## src/rtl/pull_pkg.sv

```systemverilog
package pull_pkg;

  typedef enum logic [1:0] {
    PULL_OFF  = 2'd0,
    PULL_DOWN = 2'd1,
    PULL_UP   = 2'd2,
    PULL_RSVD = 2'd3
  } pull_code_e;

  function automatic logic code_is_up(input logic [1:0] code);
    return code == PULL_UP;
  endfunction

  function automatic logic code_is_down(input logic [1:0] code);
    return code == PULL_DOWN;
  endfunction

  // Saturating step of a cycle counter toward lim.
  function automatic int unsigned step_sat(input int unsigned v, input int unsigned lim);
    return (v >= lim) ? lim : v + 1;
  endfunction

  // A window is still open while fewer than lim edges have passed.
  function automatic logic window_open(input int unsigned v, input int unsigned lim);
    return v < lim;
  endfunction

endpackage

```

## src/rtl/pull_regs.sv

```systemverilog
module pull_regs #(
  parameter int          NUM_PADS = 54,
  parameter int          ADDR_W   = 8,
  parameter logic [7:0]  CTL_OFS  = 8'h94,
  parameter logic [7:0]  LO_OFS   = 8'h98,
  parameter logic [7:0]  HI_OFS   = 8'h9C,
  parameter logic [7:0]  ST_OFS   = 8'hA0
) (
  input  logic                clk,
  input  logic                rst_n,
  input  logic                wr_en,
  input  logic [ADDR_W-1:0]   addr,
  input  logic [31:0]         wdata,
  input  logic [1:0]          status_i,
  output logic [1:0]          ctl_q,
  output logic [NUM_PADS-1:0] clken_q,
  output logic [NUM_PADS-1:0] rise_o,
  output logic                ctl_change_o,
  output logic [1:0]          clr_o,
  output logic [31:0]         rd_data
);
  localparam int HI_W = NUM_PADS - 32;

  logic                wr_ctl, wr_lo, wr_hi, wr_st;
  logic [NUM_PADS-1:0] clken_next;

  assign wr_ctl = wr_en && (addr == ADDR_W'(CTL_OFS));
  assign wr_lo  = wr_en && (addr == ADDR_W'(LO_OFS));
  assign wr_hi  = wr_en && (addr == ADDR_W'(HI_OFS));
  assign wr_st  = wr_en && (addr == ADDR_W'(ST_OFS));

  always_comb begin
    clken_next = clken_q;
    if (wr_lo) clken_next[31:0] = wdata;
    if (wr_hi) clken_next[NUM_PADS-1:32] = wdata[HI_W-1:0];
  end

  assign rise_o       = clken_next & ~clken_q;
  assign ctl_change_o = wr_ctl && (wdata[1:0] != ctl_q);
  assign clr_o        = wr_st ? wdata[1:0] : 2'b00;

  always_ff @(posedge clk or negedge rst_n) begin
    if (!rst_n) begin
      ctl_q   <= 2'b00;
      clken_q <= '0;
    end else begin
      if (wr_ctl) ctl_q <= wdata[1:0];
      clken_q <= clken_next;
    end
  end

  always_comb begin
    rd_data = 32'd0;
    if (addr == ADDR_W'(CTL_OFS))     rd_data = {30'd0, ctl_q};
    else if (addr == ADDR_W'(LO_OFS)) rd_data = clken_q[31:0];
    else if (addr == ADDR_W'(HI_OFS)) rd_data = {{(32-HI_W){1'b0}}, clken_q[NUM_PADS-1:32]};
    else if (addr == ADDR_W'(ST_OFS)) rd_data = {30'd0, status_i};
  end

endmodule

```

## src/rtl/pull_timing.sv

```systemverilog
module pull_timing #(
  parameter int NUM_PADS  = 54,
  parameter int SETUP_CYC = 150,
  parameter int HOLD_CYC  = 150
) (
  input  logic                clk,
  input  logic                rst_n,
  input  logic                ctl_change,
  input  logic [NUM_PADS-1:0] rise,
  input  logic [NUM_PADS-1:0] clken_q,
  input  logic [1:0]          clr,
  output logic                setup_hit,
  output logic                hold_hit,
  output logic                setup_flag,
  output logic                hold_flag
);
  import pull_pkg::*;

  localparam int SW = $clog2(SETUP_CYC + 1);
  localparam int HW = $clog2(HOLD_CYC + 1);

  logic [SW-1:0]       setup_cnt;
  logic [HW-1:0]       hold_cnt;
  logic [NUM_PADS-1:0] recent_q;
  logic                any_rise, setup_open, hold_open;

  assign any_rise   = |rise;
  assign setup_open = window_open(32'(setup_cnt), SETUP_CYC);
  assign hold_open  = window_open(32'(hold_cnt), HOLD_CYC);

  assign setup_hit = any_rise && setup_open;
  assign hold_hit  = ctl_change && hold_open && |(recent_q & clken_q);

  always_ff @(posedge clk or negedge rst_n) begin
    if (!rst_n) begin
      setup_cnt  <= SW'(SETUP_CYC);
      hold_cnt   <= HW'(HOLD_CYC);
      recent_q   <= '0;
      setup_flag <= 1'b0;
      hold_flag  <= 1'b0;
    end else begin
      if (ctl_change) setup_cnt <= SW'(1);
      else            setup_cnt <= SW'(step_sat(32'(setup_cnt), SETUP_CYC));

      if (any_rise) begin
        hold_cnt <= HW'(1);
        recent_q <= (hold_open ? recent_q : '0) | rise;
      end else begin
        hold_cnt <= HW'(step_sat(32'(hold_cnt), HOLD_CYC));
      end

      setup_flag <= (setup_flag & ~clr[0]) | setup_hit;
      hold_flag  <= (hold_flag  & ~clr[1]) | hold_hit;
    end
  end

endmodule

```

## src/rtl/pull_pad_bank.sv

```systemverilog
module pull_pad_bank #(
  parameter int NUM_PADS = 54
) (
  input  logic                clk,
  input  logic                rst_n,
  input  logic [NUM_PADS-1:0] rise,
  input  logic [1:0]          ctl,
  output logic [NUM_PADS-1:0] pull_up_en,
  output logic [NUM_PADS-1:0] pull_dn_en
);
  import pull_pkg::*;

  for (genvar n = 0; n < NUM_PADS; n++) begin : g_pad
    logic [1:0] code_q;
    always_ff @(posedge clk or negedge rst_n) begin
      if (!rst_n)       code_q <= PULL_OFF;
      else if (rise[n]) code_q <= ctl;
    end
    assign pull_up_en[n] = code_is_up(code_q);
    assign pull_dn_en[n] = code_is_down(code_q);
  end

endmodule

```

## src/rtl/pad_pull_latch.sv

```systemverilog
module pad_pull_latch #(
  parameter int          NUM_PADS  = 54,
  parameter int          SETUP_CYC = 150,
  parameter int          HOLD_CYC  = 150,
  parameter int          ADDR_W    = 8,
  parameter logic [7:0]  CTL_OFS   = 8'h94,
  parameter logic [7:0]  LO_OFS    = 8'h98,
  parameter logic [7:0]  HI_OFS    = 8'h9C,
  parameter logic [7:0]  ST_OFS    = 8'hA0
) (
  input  logic                clk,
  input  logic                rst_n,
  input  logic                wr_en,
  input  logic [ADDR_W-1:0]   addr,
  input  logic [31:0]         wdata,
  output logic [31:0]         rd_data,
  output logic [NUM_PADS-1:0] pull_up_en,
  output logic [NUM_PADS-1:0] pull_dn_en
);
  // Named internal events, also observed by the bound checker.
  logic [1:0]          ctl_q;
  logic [NUM_PADS-1:0] clken_q;
  logic [NUM_PADS-1:0] rise;
  logic                ctl_change;
  logic [1:0]          clr;
  logic                setup_hit, hold_hit;
  logic                setup_flag, hold_flag;

  pull_regs #(
    .NUM_PADS(NUM_PADS), .ADDR_W(ADDR_W),
    .CTL_OFS(CTL_OFS), .LO_OFS(LO_OFS), .HI_OFS(HI_OFS), .ST_OFS(ST_OFS)
  ) u_regs (
    .clk(clk), .rst_n(rst_n), .wr_en(wr_en), .addr(addr), .wdata(wdata),
    .status_i({hold_flag, setup_flag}),
    .ctl_q(ctl_q), .clken_q(clken_q), .rise_o(rise),
    .ctl_change_o(ctl_change), .clr_o(clr), .rd_data(rd_data)
  );

  pull_timing #(
    .NUM_PADS(NUM_PADS), .SETUP_CYC(SETUP_CYC), .HOLD_CYC(HOLD_CYC)
  ) u_timing (
    .clk(clk), .rst_n(rst_n), .ctl_change(ctl_change), .rise(rise),
    .clken_q(clken_q), .clr(clr),
    .setup_hit(setup_hit), .hold_hit(hold_hit),
    .setup_flag(setup_flag), .hold_flag(hold_flag)
  );

  pull_pad_bank #(
    .NUM_PADS(NUM_PADS)
  ) u_bank (
    .clk(clk), .rst_n(rst_n), .rise(rise), .ctl(ctl_q),
    .pull_up_en(pull_up_en), .pull_dn_en(pull_dn_en)
  );

endmodule

```

## config.mk

```make
export PLATFORM = sky130hd
export DESIGN_NAME = pad_pull_latch
export DESIGN_NICKNAME = d
export VERILOG_FILES = /design/src/rtl/pull_pkg.sv /design/src/rtl/pull_regs.sv /design/src/rtl/pull_timing.sv /design/src/rtl/pull_pad_bank.sv /design/src/rtl/pad_pull_latch.sv
export SDC_FILE = /design/constraint.sdc
export NUM_CORES = 1
export LEC_CHECK = 0
export BUFFER_PORTS_ARGS = -buffer_cell sky130_fd_sc_hd__buf_2
export CORE_ASPECT_RATIO = 0.75
export CORE_MARGIN = 1.5
export CORE_UTILIZATION = 30
export CTS_CLUSTER_DIAMETER = 100
export DETAILED_ROUTE_END_ITERATION = 16
export SLEW_MARGIN = 20
export SYNTH_ARGS = -nofsm -noshare
export SYNTH_HDL_FRONTEND = slang
export SYNTH_SLANG_ARGS = --single-unit
```

## constraint.sdc

```tcl
create_clock -name clk -period 3.1 [get_ports clk]
set_input_delay 0.31 -clock clk [delete_from_list [all_inputs] [get_ports clk]]
set_output_delay 0.31 -clock clk [all_outputs]
set_load 0.005 [all_outputs]
```

Yosys cells after proc, flatten, opt, wreduce, memory -nomap -nowiden
Index checks and enable logic that the tools add are counted.
Operators by class
  add/sub/neg operators: 2
  order comparisons: 4
  equal/unequal tests: 113
  multiplexer cells: 12
  bitwise gates (word level): 10
  reductions and logical operators: 10
Operators with widths (number)
  $mux W32: 4
  $and A54 B54 Y54: 2
  $eq A2 B1 Y1 const B: 54
  $eq A2 B2 Y1 const B: 54
  $reduce_or A54 Y1: 2
  $mux W54: 1
  $not A54 Y54: 1
  $or A54 B54 Y54: 1
  $eq A8 B8 Y1 const B: 4
  $mux W8: 4
  $mux W22: 1
  $add A8 B1 Y8 const B: 2
  $ge A8 B8 Y1 const B: 2
  $lt A8 B8 Y1 const B: 2
  $logic_and A1 B1 Y1: 8
  $mux W2: 2
  $and A1 B1 Y1: 2
  $ne A2 B2 Y1: 1
  $not A1 Y1: 2
  $or A1 B1 Y1: 2
Word-level totals
  flip-flop bits (word level): 236
  input port bits: 43
  output and inout port bits: 140
  logic and storage cells: 212

Longest topological paths before layout
Gate-level depths: netlist of the first run.
  word-level depth: 7
  gate-level depth with buffers: 8

Modules after synthesis
Synthesis of the first run repeated with hierarchy kept, for this count alone.
Unflattened totals
  cell total of the unflattened synthesis: 833
  area total of the unflattened synthesis: 10799.1 µm²
By module, submodules not included
  pull_pad_bank: times used 1, cells each 334, area each 4644.5 µm², seq. area each 2702.6 µm²
  pull_timing: times used 1, cells each 259, area each 3134.3 µm², seq. area each 1811.7 µm²
  pull_regs: times used 1, cells each 240, area each 3020.4 µm², seq. area each 1401.3 µm²

Worst setup path after synthesis of the first run
Ideal clock, no wire load.
  path kind: input-to-output
  start: input addr[6]
  end: output rd_data[10]
  arrival time: 1682 ps
  required time: 2790 ps
  path slack: 1108 ps
  stages: 4
  buffers on the path: 1
  cells stage by stage: or4b_1 > nor3_1 > clkbuf_1 > a22o_1
On the way
  word-level cells in the longest chain between the ends: 4
Ends and longest elaborated chain
  from (decl): line pad_pull_latch.sv:14  | input logic [ADDR_W-1:0] addr,
  $eq A8 B8 Y1: line pull_regs.sv:56  | else if (addr == ADDR_W'(HI_OFS)) rd_data = {{(32-HI_W){1'b0}}, clken_q[NUM_PADS-1:32]};
  $mux W32: line pull_regs.sv:56
  $mux W32: line pull_regs.sv:55  | else if (addr == ADDR_W'(LO_OFS)) rd_data = clken_q[31:0];
  $mux W32 *: line pull_regs.sv:54  | if (addr == ADDR_W'(CTL_OFS)) rd_data = {30'd0, ctl_q};
  to (decl): line pad_pull_latch.sv:16  | output logic [31:0] rd_data,
Mark *: on every way between the ends. The rest lies on a longest branch, timed or not.

Worst setup path in the final report of the first run
  start: input wdata[27]
  end: register u_timing.setup_flag
On the way
  word-level cells in the longest chain between the ends: 5
Ends and longest elaborated chain
  from (decl): line pad_pull_latch.sv:15  | input logic [31:0] wdata,
  $mux W32: line pull_regs.sv:34  | if (wr_lo) clken_next[31:0] = wdata;
  $and A54 B54 Y54: line pull_regs.sv:38  | assign rise_o = clken_next & ~clken_q;
  $reduce_or A54 Y1: line pull_timing.sv:27  | assign any_rise = |rise;
  $logic_and A1 B1 Y1: line pull_timing.sv:31  | assign setup_hit = any_rise && setup_open;
  $or A1 B1 Y1: line pull_timing.sv:52  | setup_flag <= (setup_flag & ~clr[0]) | setup_hit;
  to (signal assigned): line pull_timing.sv:52
  to (decl): line pull_timing.sv:14  | output logic setup_flag,
Every way passes these cells.
A chain may end at the register's enable or synchronous reset.

==> out/metrics.sh, run 1 <==
WORST_SLEW_PIN_SLEW_PS=786
POST_SYNTH_CELL_TYPES=42
CTS-BUFFERS-INSERTED=26
MULTIINPUTGATEAREA_UM2=4320
FIN_SETUP_TNS_PS=0
TIMING.MAX_SLEW.REL_SLACK=0.476
SYNTH-EDFF-COUNT=0
PLACEMENTROWS=59
DRIVE_ABOVE_1_SHARE=0.246
FINAL-MAX-SLEW-VIOLATION-COUNT=0
CRITPATHMAXFANOUT=8
PLACEMENT.SETUP.WORST_SLACK_PS=646
FINAL-SEQ-AREA_UM2=5920
FMAXACHIEVABLE_GHz=0.416
TIMING.RR.END='u_timing.setup_flag'
GRT_OVERFLOW_TOTAL=0
MAPPEDNETLISTAREA_UM2=10600
CTS_SINK_CNT=236
POST_ROUTE_DRC_VIOLATION_COUNT=0
HPWLAFTERDP_UM=23400
RRSETUPSLACK_PS=770
FINALCRITPERIODSHARE=0.776
MAX_CAP_VIOLATIONS=0
CTSHTREEMAXLEVEL=1
FINAL.SETUP.WORST_SLACK_PS=696
DRT-TOTAL-WL_UM=31700
IR_DROP_V=0.000259
POWER.SWITCHING_mW=1.92
REG2REG_DEPTH=7
SYNTH_SEQ_AREA_SHARE=0.558
MIN_FROM='wdata[24]'
PATH_CLK_SLEW_PS=60
POST_CTS_RESIZED=0
ROUTED_WIRE_LENGTH_PER_INSTANCE_UM=18.3
FP.DIEH_UM=166
FINAL.FILL_COUNT=3513
POST_SYNTH_MOST_FREQUENT_CELLS='sky130_fd_sc_hd__dfrtp_1 (228), sky130_fd_sc_hd__nand2_1 (175), sky130_fd_sc_hd__nor2b_1 (163)'
YS_TOP_CELLS_BY_AREA='sky130_fd_sc_hd__dfrtp_1 (54%), sky130_fd_sc_hd__nor2b_1 (9.6%), sky130_fd_sc_hd__nand2_1 (6.2%)'
POWER.CLOCK.FRACTION=0.439
POWER.COMBINATIONAL.FRACTION=0.092
PLACEABLECOREAREA_UM2=34800
POST-CTS-SETUP-BUFFER-COUNT=0
TOTAL_VIAS_IN_THE_FINAL_ROUTE=8309
GRT_USAGE=0.175
FINALWEIGHTEDCONGESTION=0.879
PLACEMENT.IO_BUFFERS=182
VIASPERCELL=4.80
POWER_SWITCHING_SHARE=0.251
NETLIST_INSTANCES=1050
TOP_LEVEL_PORTS=183
SYNTH_TOP_AREA_FRAC=0.538
CLKLATENCYLATEPIN_PS=550
ARRIVAL_PS=2830
HOLD_DEPTH=2
UNREPAIRED_SETUP_ENDPOINTS_AFTER_GLOBAL_ROUTING='false'
INITIAL_ANTENNA_VIOLATION_COUNT=3
SETUP-VIOLATIONS-FINAL=0
CTS_TREE='built'
SYNTHMOSTINSTANTIATEDCELL='sky130_fd_sc_hd__dfrtp_1'
CELLINTERNALPOWER_mW=5.74
FINALCRITICALPERIOD_PS=2400
CTS_ROOT_BUFFER='sky130_fd_sc_hd__clkbuf_16'
POSTSYNTHAREAPERCELL_UM2=10.1
DIE-AREA_UM2=36500
SYNTH_SEQ_CELLS=236
VIAS_IN_THE_FIRST_GLOBAL_ROUTE=8132
CRIT-REG2REG-LAUNCH='u_regs.clken_q[4]'
CTS.PATH.MAX_BUFFERS=3
WORSTSETUPPATHTYPE='input pin to register'
POST_SYNTHESIS_NET_COUNT=1097
GRT_FIRST_PASS_WIRELENGTH_UM=48600
INITIALDRTVIOLATIONCOUNT=491
SYNTH_TOP_CELL_BY_AREA='sky130_fd_sc_hd__dfrtp_1'
PWR_DENSITY_CELL_nW_PER_UM2=582
FINALHOLDVIOLATIONS=0
REQUIRED_PS=3530
LEAKAGE_nW=6.60
AREA_DELTA_SYNTH_FINAL_PCT=24.2
HOLD_PATH.CLASS='input pin to register'
OUTCOME='complete, no violations'
SYNTHFLOPTYPE='sky130_fd_sc_hd__dfrtp_1'
NNETSFINAL=1298
START_UTIL=0.305
CHIPWIDTH_UM=220
DRT_PASS1_ITERATIONS=4
TIMING.CRITICAL_PATH.FROM_TYPE='input pin'
WORSTHOLDENDPOINT='u_regs.clken_q[24]'
FINAL_ANTENNA_NET_COUNT=0
POWER.SHARE.SEQUENTIAL=0.469
CTS_HOLD_REPAIR.BUFFERS=8
CLOCK_SKEW_PS=11.1
TIMING.CRITICAL_PATH.TO_TYPE='register'
ASYNC_FLOP_SHARE=1.00
GRT_START_MAX_NET_PINS=96
SYNTH_WARNINGS=0
state kept, by name, summed over array words and instances, names as in the netlist:
signal,count
u_timing.recent_q,54
u_timing.setup_flag,1
u_regs.clken_q,54
u_timing.hold_cnt,8
u_regs.ctl_q,2
u_timing.setup_cnt,8
u_timing.hold_flag,1
u_bank.g_pad.code_q,108
cells by family (layout without fill, tap and decap cells):
kind of cell | Yosys count | after routing | synth area share
buffers and inverters | 92 | 312 | 0.0355
muxes | 56 | 56 | 0.0595
AOI/OAI and AO/OA | 240 | 240 | 0.134
xor gates and xnor gates | 12 | 12 | 0.00992
other | 0 | 3 | 0
adders and majority gates | 4 | 4 | 0.00472
DFF | 236 | 236 | 0.558
and+or+nand+nor | 410 | 410 | 0.199
layout make-up:
type,count,area share
Timing Repair Buffer,206,0.0909
Sequential cell,236,0.450
Inverter,59,0.0168
Multi-Input combinational cell,722,0.328
Antenna cell,3,0.000571
Tap cell,457,0.0435
Clock buffer,32,0.0551
Clock inverter,15,0.0157
critical path: stages:
cell and delay (ps):
sky130_fd_sc_hd__dlygate4sd3_1 550, sky130_fd_sc_hd__buf_2 130, sky130_fd_sc_hd__nor2b_1 140, sky130_fd_sc_hd__nor4_1 430, sky130_fd_sc_hd__buf_4 220, sky130_fd_sc_hd__nand4_1 90, sky130_fd_sc_hd__o21ai_1 380, sky130_fd_sc_hd__nand2_1 300
sky130_fd_sc_hd__a22o_1 270
cell usage in the layout (no fill, tap or decap), drive strengths merged, types with 3 or more instances in the layout:
cell / instances
nand4: 6
nand2: 175
and2: 12
o21ai: 165
o21a: 3
nor3: 9
a22oi: 23
and3: 3
nor4: 14
bufinv: 5
clkinv: 9
a221oi: 3
xor2: 5
nor2: 10
nand3: 13
inv: 59
ha: 4
nor2b: 163
buf: 198
xnor2: 7
a22o: 23
dlygate4sd3: 8
a21oi: 12
mux2: 56
clkbuf: 32
dfstp: 8
diode: 3
dfrtp: 228
how the worst max path moves through the flow:
stage              start                    to  slack (ps)  cells past startpoint
2_1_floorplan    addr[6]           rd_data[10]        1110                      4
3_3_place_gp    wdata[4]   u_timing.setup_flag         660                      8
3_5_place_dp     addr[6]  u_timing.recent_q[3]         650                      8
4_1_cts        wdata[27]   u_timing.setup_flag         740                      9
5_1_grt        wdata[27]   u_timing.setup_flag         500                      9
6_report       wdata[27]   u_timing.setup_flag         700                      9
metal layers:
metal | track usage | share of wire
met3 | 0.0454 | 0.073
met2 | 0.254 | 0.43
met5 | 0 | 0
met1 | 0.257 | 0.47
met4 | 0.0441 | 0.023
through the flow:
step           total power, mW   util  instances  area (µm²)  hold slack, ps
6_report                  7.66  0.378       1730       13200            16.0
3_5_place_dp              4.32  0.349       1672       12100             322
5_1_grt                   7.98  0.378       1730       13200            5.62
3_3_place_gp              4.30  0.349       1672       12100             318
2_1_floorplan             4.01      -       1050       10600            14.4
4_1_cts                   7.73  0.378       1727       13200            1.08
power groups by stage:
| stage | sequential, mW | combinational [mW] | clock [mW] |
|---|---|---|---|
| 2_1_floorplan | 3.56 | 0.447 | 0 |
| 3_3_place_gp | 3.63 | 0.665 | 0 |
| 3_5_place_dp | 3.63 | 0.688 | 0 |
| 4_1_cts | 3.58 | 0.704 | 3.44 |
| 5_1_grt | 3.62 | 0.799 | 3.56 |
| 6_report | 3.59 | 0.703 | 3.36 |
No activity file was read; power rests on OpenSTA's default activity.
==> inputs of run 2 (changes only) <==
clock period = 2.2 ns   (was 3.1 ns; I/O delays follow)
==> out/metrics.sh, run 2 (same netlist as run 1, synthesis figures left out) <==
FINAL.FILL_COUNT=3452  # -1.7%
FINAL.SETUP.WORST_SLACK_PS=58.8  # -637 ps
CTS_ROOT_BUFFER='sky130_fd_sc_hd__clkbuf_16'
FLIP_FLOP_COUNT_OF_THE_LARGEST_REGISTER_AFTER_LAYOUT=108  # unchanged
GRT_OVERFLOW_TOTAL=0  # unchanged
LEADING_CELL_TYPES_IN_THE_LAYOUT_FILL_AND_TAPS_EXCLUDED='sky130_fd_sc_hd__dfrtp_1 (228), sky130_fd_sc_hd__buf_2 (181), sky130_fd_sc_hd__nand2_1 (175)'
FIN_SETUP_TNS_PS=0  # unchanged
PATH_CLK_SLEW_PS=60  # about the same
ROUTED_WIRE_LENGTH_PER_INSTANCE_UM=18.4  # +0.66%
DRT-TOTAL-WL_UM=33200  # +4.9%
FINAL_ANTENNA_NET_COUNT=0  # unchanged
VIAS_IN_THE_FIRST_GLOBAL_ROUTE=8642  # +6.3%
CTSHTREEMAXLEVEL=1  # unchanged
START_UTIL=0.305  # unchanged
LEAKAGE_nW=6.99  # +6.1%
FINALCRITPERIODSHARE=0.973
FINALHOLDVIOLATIONS=0  # unchanged
GRT_START_MAX_NET_PINS=56  # -42%
FMAXACHIEVABLE_GHz=0.467
HOLD_SLACK_PS=32.8  # +16.8 ps
CTS-BUFFERS-INSERTED=27  # +3.8%
TOP_REGISTER='u_bank.g_pad.code_q'
PLACEMENTROWS=59  # unchanged
FINAL-INSTANCE-COUNT-EXCL-FILL=1803  # +4.2%
CLOCK_SKEW_PS=12.3  # +1.19 ps
PLACEMENT.SETUP.WORST_SLACK_PS=-190  # -836 ps
UNREPAIRED_SETUP_ENDPOINTS_AFTER_GLOBAL_ROUTING='true'
CTS.PATH.MAX_BUFFERS=3  # unchanged
POST_ROUTE_DRC_VIOLATION_COUNT=0  # unchanged
PLACEMENT.IO_BUFFERS=182  # unchanged
PLACED_CELLS=1730  # +3.5%
CTS_SINK_CNT=236  # unchanged
NNETSFINAL=1377  # +6.1%
TIMING.CRITICAL_PATH.FROM_TYPE='input pin'
IR_DROP_V=0.000545  # +110%
LARGESTREGISTERS='u_bank.g_pad.code_q (108), u_regs.clken_q (54), u_timing.recent_q (54)'
FINALCRITICALPERIOD_PS=2140
SETUP-VIOLATIONS-FINAL=0  # unchanged
GRT_FIRST_PASS_WIRELENGTH_UM=51000  # +4.8%
POST-CTS-SETUP-BUFFER-COUNT=0  # unchanged
REQUIRED_PS=1980  # -1550 ps
TIMING.CRITICAL_PATH.TO_TYPE='output port'
AREA_DELTA_SYNTH_FINAL_PCT=30.8
HPWLAFTERDP_UM=24200  # +3.4%
TOTAL_VIAS_IN_THE_FINAL_ROUTE=8622  # +3.8%
FINAL-MAX-SLEW-VIOLATION-COUNT=0  # unchanged
PLACEABLECOREAREA_UM2=34800  # unchanged
PWR_DENSITY_CELL_nW_PER_UM2=777  # +33%
OUTCOME='complete, no violations'
DRIVE_ABOVE_1_SHARE=0.279  # +0.0324
CRITPATHMAXFANOUT=20  # +12
WORSTSETUPPATHTYPE='input pin to output port'
GRT_USAGE=0.183  # +0.00795
MAX_CAP_VIOLATIONS=0  # unchanged
FINALWEIGHTEDCONGESTION=0.871  # -0.94%
CHIPWIDTH_UM=220  # unchanged
TIMING.MAX_SLEW.REL_SLACK=0.655  # +0.180
VIASPERCELL=4.78  # -0.43%
TOP_LEVEL_PORTS=183  # unchanged
INITIAL_ANTENNA_VIOLATION_COUNT=1  # -2
MOST_COMMON_CELL_AFTER_LAYOUT_FILL_AND_TAPS_ASIDE='sky130_fd_sc_hd__dfrtp_1'
FP.DIEH_UM=166  # unchanged
ARRIVAL_PS=1920  # -910 ps
INITIALDRTVIOLATIONCOUNT=673  # +37%
CLKLATENCYLATEPIN_PS=540  # about the same
DIE-AREA_UM2=36500  # unchanged
HOLD_PATH.CLASS='input pin to register'
CTS_TREE='built'
DRT_PASS1_ITERATIONS=5  # +1
WORST_SLEW_PIN_SLEW_PS=517  # -269 ps
run 2: changes by cell type in the layout (fill, tap and decap cells not counted), moves of 5 or more:
cell                            previous run  this run
sky130_fd_sc_hd__nor4_1                   14         8
sky130_fd_sc_hd__nor4_2                    0         5
sky130_fd_sc_hd__clkbuf_8                  3         9
sky130_fd_sc_hd__dlygate4sd3_1             8        28
sky130_fd_sc_hd__buf_4                    10        63
run 2: per-stage QoR:
stage | power (mW) | util | cell area [µm²]
after floorplan | 5.65 | - | 10600
after global placement | 6.15 | 0.363 | 12600
after detailed placement | 6.18 | 0.363 | 12600
after CTS | 10.8 | 0.397 | 13800
after global routing | 11.2 | 0.399 | 13900
final | 10.8 | 0.399 | 13900
run 2: final cells by class:
type	count	area [µm²]	area share
Antenna cell	1	2.50	0.000181
Clock buffer	37	803	0.0579
Clock inverter	7	88.8	0.00641
Inverter	59	221	0.0160
Multi-Input combinational cell	722	4370	0.315
Sequential cell	236	5920	0.427
Tap cell	457	572	0.0412
Timing Repair Buffer	284	1890	0.136
run 2: worst max-delay path: stages:
cell	delay, ps
sky130_fd_sc_hd__buf_2	120
sky130_fd_sc_hd__nor4b_4	310
sky130_fd_sc_hd__buf_4	160
sky130_fd_sc_hd__and2_0	380
sky130_fd_sc_hd__buf_6	300
sky130_fd_sc_hd__a22o_1	270
sky130_fd_sc_hd__buf_2	140
run 2: path summary, 6_finish.rpt:
| path | start | to | slack, ps | cells after the start |
|---|---|---|---|---|
| worst max-delay path | addr[6] | rd_data[18] | 60 | 7 |
| worst min-delay path | wdata[12] | u_regs.clken_q[12] | 30 | 3 |
| worst max register to register | u_regs.clken_q[41] | u_timing.setup_flag | 140 | 7 |
| worst min register to register | u_bank.g_pad[47].code_q[0] | u_bank.g_pad[47].code_q[0] | 500 | 2 |
| max in group asynchronous | rst_n | u_timing.hold_cnt[4] | 1270 | 3 |
| min in group asynchronous | rst_n | u_bank.g_pad[26].code_q[0] | 180 | 2 |
run 2: repair_timing:
| item | 4_1_cts | 5_1_grt |
|---|---|---|
| hold buffers | 28 | 0 |
| setup endpoints to repair | 16 | 16 |
| gates cloned | 0 | 0 |
| pin swaps | 0 | 0 |
| gates resized for setup | 1 | 8 |
| endpoints found under the hold margin | 92 | 0 |
run 2: layer usage:
layer / vias to the layer above / wire length [µm] / global-route usage
li1: 4131 / - / -
met1: 4205 / 15800 / 0.266
met2: 243 / 14700 / 0.279
met3: 43 / 2110 / 0.0412
met4: 0 / 643 / 0.0352
met5: - / 0 / 0
run 2: report_power, final:
part	total, mW	leakage, nW	switching (mW)	internal, mW
Sequential	5.05	3.05	0.295	4.75
Combinational	1.14	3.49	0.638	0.499
Clock	4.58	0.447	1.83	2.75
Total	10.8	6.99	2.76	8.00
